==> src/rtl/sdi_pkg.sv <==
package sdi_pkg;
  // Word select taken from addr[3:2]
  localparam logic [1:0] SEL_CTRL = 2'd0;
  localparam logic [1:0] SEL_IE   = 2'd1;
  localparam logic [1:0] SEL_STAT = 2'd2;
  localparam logic [1:0] SEL_MASK = 2'd3;
endpackage

==> src/rtl/sdi_cfg_regs.sv <==
module sdi_cfg_regs #(
  parameter int DATA_W = 32,
  parameter int IE_W   = 4
) (
  input  logic              clk,
  input  logic              rst_n,
  input  logic              wr_ctrl_i,
  input  logic              wr_ie_i,
  input  logic [DATA_W-1:0] wdata_i,
  output logic              dec_en_o,
  output logic [IE_W-1:0]   ie_o,
  output logic              ie_any_next_o,
  output logic              new_op_o
);
  logic            en_d, en_q;
  logic [IE_W-1:0] ie_d, ie_q;
  logic            unused_wbits;

  assign unused_wbits = ^wdata_i[DATA_W-1:IE_W];

  always_comb begin
    en_d = en_q;
    ie_d = ie_q;
    if (wr_ctrl_i) en_d = wdata_i[0];
    if (wr_ie_i)   ie_d = wdata_i[IE_W-1:0];
  end

  always_ff @(posedge clk or negedge rst_n) begin
    if (!rst_n) begin
      en_q <= 1'b0;
      ie_q <= '0;
    end else begin
      if (wr_ctrl_i) en_q <= en_d;
      if (wr_ie_i)   ie_q <= ie_d;
    end
  end

  assign dec_en_o      = en_q;
  assign ie_o          = ie_q;
  assign ie_any_next_o = |ie_d;
  assign new_op_o      = wr_ctrl_i & wdata_i[0];
endmodule

==> src/rtl/sdi_done_track.sv <==
module sdi_done_track #(
  parameter int NSEC  = 16,
  parameter int IDX_W = $clog2(NSEC)
) (
  input  logic             clk,
  input  logic             rst_n,
  input  logic             clr_i,
  input  logic             hit_i,
  input  logic [IDX_W-1:0] idx_i,
  output logic [NSEC-1:0]  mask_o
);
  logic [NSEC-1:0] mask_d, mask_q;
  logic            upd;

  assign upd = clr_i | hit_i;

  always_comb begin
    mask_d = mask_q;
    if (clr_i) mask_d = '0;
    for (int i = 0; i < NSEC; i++) begin
      if (hit_i && (int'(idx_i) == i)) mask_d[i] = 1'b1;
    end
  end

  always_ff @(posedge clk or negedge rst_n) begin
    if (!rst_n)   mask_q <= '0;
    else if (upd) mask_q <= mask_d;
  end

  assign mask_o = mask_q;
endmodule

==> src/rtl/sdi_irq_status.sv <==
module sdi_irq_status (
  input  logic clk,
  input  logic rst_n,
  input  logic hit_i,
  input  logic rd_clr_i,
  input  logic ie_any_next_i,
  output logic stat_o,
  output logic irq_o
);
  logic stat_d, stat_q, irq_d, irq_q;

  always_comb begin
    stat_d = stat_q;
    if (rd_clr_i) stat_d = 1'b0;
    if (hit_i)    stat_d = 1'b1;   // a completion outranks the clear
    irq_d = stat_d & ie_any_next_i;
  end

  always_ff @(posedge clk or negedge rst_n) begin
    if (!rst_n) begin
      stat_q <= 1'b0;
      irq_q  <= 1'b0;
    end else begin
      stat_q <= stat_d;
      irq_q  <= irq_d;
    end
  end

  assign stat_o = stat_q;
  assign irq_o  = irq_q;
endmodule

==> src/rtl/sector_irq_unit.sv <==
module sector_irq_unit
  import sdi_pkg::*;
#(
  parameter int NSEC   = 16,
  parameter int DATA_W = 32,
  parameter int IE_W   = 4,
  parameter int IDX_W  = $clog2(NSEC)
) (
  input  logic              clk,
  input  logic              rst_n,
  input  logic              sec_done_i,
  input  logic [IDX_W-1:0]  sec_idx_i,
  input  logic              req_i,
  input  logic              we_i,
  input  logic [3:0]        addr_i,
  input  logic [DATA_W-1:0] wdata_i,
  output logic [DATA_W-1:0] rdata_o,
  output logic              rvalid_o,
  output logic              irq_o
);
  logic [1:0]        sel;
  logic              wr_ctrl, wr_ie, rd_req, rd_stat, hit;
  logic              dec_en, ie_any_next, new_op, stat_q;
  logic [IE_W-1:0]   ie_q;
  logic [NSEC-1:0]   mask_q;
  logic [DATA_W-1:0] rdata_d, rdata_q;
  logic              rvalid_q;
  logic              unused_abits;

  assign unused_abits = ^addr_i[1:0];
  assign sel     = addr_i[3:2];
  assign wr_ctrl = req_i & we_i & (sel == SEL_CTRL);
  assign wr_ie   = req_i & we_i & (sel == SEL_IE);
  assign rd_req  = req_i & ~we_i;
  assign rd_stat = rd_req & (sel == SEL_STAT) & (|ie_q);
  assign hit     = sec_done_i & dec_en;

  sdi_cfg_regs #(.DATA_W(DATA_W), .IE_W(IE_W)) u_cfg (
    .clk(clk), .rst_n(rst_n), .wr_ctrl_i(wr_ctrl), .wr_ie_i(wr_ie),
    .wdata_i(wdata_i), .dec_en_o(dec_en), .ie_o(ie_q),
    .ie_any_next_o(ie_any_next), .new_op_o(new_op)
  );

  sdi_done_track #(.NSEC(NSEC), .IDX_W(IDX_W)) u_trk (
    .clk(clk), .rst_n(rst_n), .clr_i(new_op), .hit_i(hit),
    .idx_i(sec_idx_i), .mask_o(mask_q)
  );

  sdi_irq_status u_sts (
    .clk(clk), .rst_n(rst_n), .hit_i(hit), .rd_clr_i(rd_stat),
    .ie_any_next_i(ie_any_next), .stat_o(stat_q), .irq_o(irq_o)
  );

  always_comb begin
    rdata_d = '0;
    unique case (sel)
      SEL_CTRL: rdata_d[0]        = dec_en;
      SEL_IE:   rdata_d[IE_W-1:0] = ie_q;
      SEL_STAT: rdata_d[0]        = stat_q;
      SEL_MASK: rdata_d[NSEC-1:0] = mask_q;
      default:  rdata_d = '0;
    endcase
  end

  always_ff @(posedge clk or negedge rst_n) begin
    if (!rst_n) begin
      rdata_q  <= '0;
      rvalid_q <= 1'b0;
    end else begin
      rvalid_q <= rd_req;
      if (rd_req) rdata_q <= rdata_d;
    end
  end

  assign rdata_o  = rdata_q;
  assign rvalid_o = rvalid_q;
endmodule

==> config.mk <==
export PLATFORM = sky130hd
export DESIGN_NAME = sector_irq_unit
export DESIGN_NICKNAME = d
export VERILOG_FILES = /design/src/rtl/sdi_pkg.sv /design/src/rtl/sdi_cfg_regs.sv /design/src/rtl/sdi_done_track.sv /design/src/rtl/sdi_irq_status.sv /design/src/rtl/sector_irq_unit.sv
export SDC_FILE = /design/constraint.sdc
export NUM_CORES = 1
export LEC_CHECK = 0
export BUFFER_PORTS_ARGS = -buffer_cell sky130_fd_sc_hd__buf_2
export CAP_MARGIN = 25
export CORE_AREA = 3 3 88 90
export CTS_CLUSTER_DIAMETER = 30
export DETAILED_ROUTE_END_ITERATION = 8
export DIE_AREA = 0 0 91 93
export GPL_TIMING_DRIVEN = 0
export HOLD_SLACK_MARGIN = 0.05
export PLACE_DENSITY = 0.5
export SETUP_SLACK_MARGIN = 0.05
export SLEW_MARGIN = 20
export SYNTH_ARGS = -nofsm -noshare
export SYNTH_HDL_FRONTEND = slang
export SYNTH_HIERARCHICAL = 1
export SYNTH_SLANG_ARGS = --single-unit
==> constraint.sdc <==
create_clock -name clk -period 1.81 [get_ports clk]
set_input_delay 0.0905 -clock clk [delete_from_list [all_inputs] [get_ports clk]]
set_output_delay 0.0905 -clock clk [all_outputs]
set_load 0.05 [all_outputs]
==> summary.md <==
| Metric | Value |
|---|---|
| Result of the run | `complete, no violations` |
| Hold Crit Depth | `2` |
| TNS Setup | `0 ns` |
| Gr ovfl total | `0` |
| Setup repair after global routing missed its margin | `no` |
| Finish-stage setup viols | `0` |
| Total stage count of the critical path | `6` |
| Category of the worst setup path capture point | `flip-flop` |
| Count of clock tree sinks | `40` |
| Clock skew after layout | `0.00656 ns` |
| Reg2reg path depth | `3` |
| Final period utilization | `0.809` |
| Required time at the endpoint of the critical path | `2.00 ns` |
| Starting Density | `0.247` |
| Reg-to-reg startpoint | `u_cfg/ie_o[1]$_DFFE_PN0P_` |
| Count of mapped cells out of synthesis | `145` |
| Synth warn | `6` |
| Kind of start point of the critical path | `input port` |
| Time the final worst path needs with I/O delays and setup | `1.46 ns` |
| Remaining antenna violation count | `0` |
| Number of vias in the routed layout | `1216` |
| Placer Congestion | `0.764` |
| Worst hold slack after final layout | `0.0688 ns` |
| Largest net degree at the start of global routing | `41` |
| Max frequency | `683 MHz` |
| Yosys cell types | `30` |
| Number of buffers on the longest clock path | `2` |
| Number of buffers inserted during clock tree synthesis | `5` |
| Met2 track demand over resource in global routing | `0.145` |
| Die extent in x | `91 microns` |
| Most frequent standard cell in the layout excluding fill and tap cells | `sky130_fd_sc_hd__dfrtp_1` |
| Tightest Hold Check Type | `input port to flip-flop` |
| Post-CTS Setup Repair Bufs | `0` |
| Number of antenna violations at the first check in global routing | `0` |
| Clock Tree Root | `sky130_fd_sc_hd__clkbuf_8` |
| Count of input and output buffers | `31` |
| Met1 usage | `0.128` |
| Total number of nets in the final design | `249` |
| Layer with the highest usage | `met2` |
| Worst-path maximum fanout | `4` |
| P_leak | `0.00115 uW` |
| Area of the core | `7140 sq um` |
| Worst Hold Launch | `wdata_i[0]` |
| Max-Slew Margin vs Limit | `0.402` |
| Diode count | `0` |
| Ratio of total power to cell area | `1170 nW/um^2` |
| Highest-count cells in the layout ignoring fill and taps | `40 x sky130_fd_sc_hd__dfrtp_1, 34 x sky130_fd_sc_hd__buf_2, 18 x sky130_fd_sc_hd__inv_1, 16 x sky130_fd_sc_hd__buf_4, 16 x sky130_fd_sc_hd__conb_1` |
| HPWL Detailed | `2730 microns` |
| Routed wire length | `3770 microns` |
| Synth-to-Final Area Change | `29.6%` |
| Main flop type after synthesis | `sky130_fd_sc_hd__dfrtp_1` |
| Cell area after layout | `2280 sq um` |
| Number of buffer and inverter stages on the critical path | `1` |
| Cell area after placement | `2100 sq um` |
| Skew-Pair Late Insertion Delay | `0.29 ns` |
| Crit-path cells | `buf_2 > nand2_1 > nor3b_2 > mux2_2 > or4_1 > o21a_1` |
| Global-route wire length before repair | `6450 microns` |
| Kind of cell adding the most delay to the critical path | `simple AND/OR/NAND/NOR gates` |
| Final worst setup slack | `0.346 ns` |
| Vias in the first global route | `1261` |
| Met3 Resource Use GR | `0.0338` |
| Post-detailed-route DRC marker count | `0` |
| Library cell contributing the largest single delay on the critical path | `sky130_fd_sc_hd__or4_1` |
| # H-tree levels | `2` |
| Hold Buf Count CTS | `6` |
| Worst slack at placement | `0.0312 ns` |
| CTS tree | `built` |
| Die boundary height | `93 microns` |
| Synth Cell Area | `1760 sq um` |
| Sequential-to-total area share from yosys stat | `0.568` |
| Ratio of cells with drive above 1 in the final layout | `0.341` |
| Post-Syn Area per Cell | `12.1 sq um` |
| Final-report max-slew violation count | `0` |
| Total iterations of the first detailed-routing run | `4` |
| Die area | `8460 sq um` |
| Number of placement rows | `31` |
| Proportion of register bits with asynchronous set or reset after synthesis | `1.00` |
| Max stage delay on crit path | `0.47 ns` |
| Worst setup path start | `req_i` |
| Clock slew at reported path FFs | `0.08 ns` |
| Crit path arrival time | `1.65 ns` |
| Number of synthesized register bits | `40` |
| Path type of the worst setup path | `input port to flip-flop` |
| Average wire length per cell after detail routing | `12.4 microns` |
| Maxcap violations | `0` |
| Least-Margin Pin Slew | `0.897 ns` |
| Number of failing hold endpoints at the final stage | `0` |
| DRC violation total after the first TritonRoute iteration | `61` |
| DR vias/cell | `4.00` |
| Global Route Usage Sum | `0.0971` |
| Number of ports placed on the die boundary | `79` |
| Worst IR drop on VDD | `0.300 mV` |
| Number of enable-type register cells in the synthesized netlist | `0` |
| Gates resized, CTS repair | `0` |
| Fill count | `767` |
==> cell usage after synthesis, drive strengths merged, types with 2 or more instances <==
| master | count | area (sq um) |
|---|---|---|
| and2 | 2 | 12.5 |
| mux2i | 3 | 30.0 |
| o2bb2ai | 3 | 26.3 |
| mux2 | 6 | 75.1 |
| nand2b | 3 | 18.8 |
| nand3b | 3 | 22.5 |
| o22ai | 13 | 81.3 |
| dfrtp | 40 | 1000 |
| a22o | 12 | 105 |
| buf | 21 | 158 |
| nand2 | 3 | 11.3 |
| o32ai | 3 | 26.3 |
| inv | 18 | 67.6 |
| or3b | 2 | 17.5 |
==> layer usage <==
metal / part of all wire / routed length, microns / up-vias
li1: - / - / 601
met1: 0.46 / 1720 / 572
met2: 0.47 / 1760 / 39
met3: 0.068 / 255 / 4
met4: 0.011 / 40 / 0
met5: 0 / 0 / -
==> power by group <==
| group | leakage (uW) | total, uW | switching [uW] | internal (uW) |
|---|---|---|---|---|
| clock | 0.0000614 | 780 | 329 | 451 |
| sequential | 0.000500 | 1190 | 107 | 1080 |
| combinational | 0.000589 | 701 | 456 | 244 |
==> state kept, by name, indices dropped and copies added, names as in the netlist <==
register        count
rdata_o            16
rvalid_o            1
u_sts/irq_o         1
u_sts/stat_o        1
u_cfg/ie_o          4
u_trk/mask_o       16
u_cfg/dec_en_o      1
==> through the flow <==
step / utilization / std cells / power, uW
final: 0.320 / 304 / 2670
after global routing: 0.320 / 304 / 2810
after floorplan: - / 160 / 1720
after global placement: 0.295 / 290 / 1890
after CTS: 0.320 / 304 / 2700
after detailed placement: 0.295 / 290 / 1900
==> path summary, 6_finish.rpt <==
path / end / slack (ns)
max in group asynchronous: rdata_o[2]$_DFFE_PN0P_ / 0.78
worst max-delay path: u_sts/irq_o$_DFF_PN0_ / 0.35
worst min-delay path: u_cfg/dec_en_o$_DFFE_PN0P_ / 0.07
worst max register to register: u_sts/irq_o$_DFF_PN0_ / 0.38
worst min register to register: rdata_o[9]$_DFFE_PN0P_ / 0.49
min in group asynchronous: rdata_o[12]$_DFFE_PN0P_ / 0.47
==> final cells by class <==
type                            count  area [sq um]  area share
Inverter                           18          67.6      0.0296
Tap cell                           99           124      0.0542
Clock inverter                      2          38.8      0.0170
Sequential cell                    40          1000       0.438
Multi-Input combinational cell     80           592       0.259
Timing Repair Buffer               37           215      0.0942
Clock buffer                        6          82.6      0.0362
Buffer                             22           163      0.0712
==> cell families (layout without fill, tap and decap cells) <==
family,Yosys count,after routing,share of synthesized area
flip-flops,40,40,0.568
buffers and inverters,40,85,0.131
AO/OA/AOI/OAI,32,32,0.140
AND/OR/NAND/NOR,22,22,0.0866
multiplexers,10,10,0.0724
other,1,16,0.00213
(Power assumes the default switching activity.)
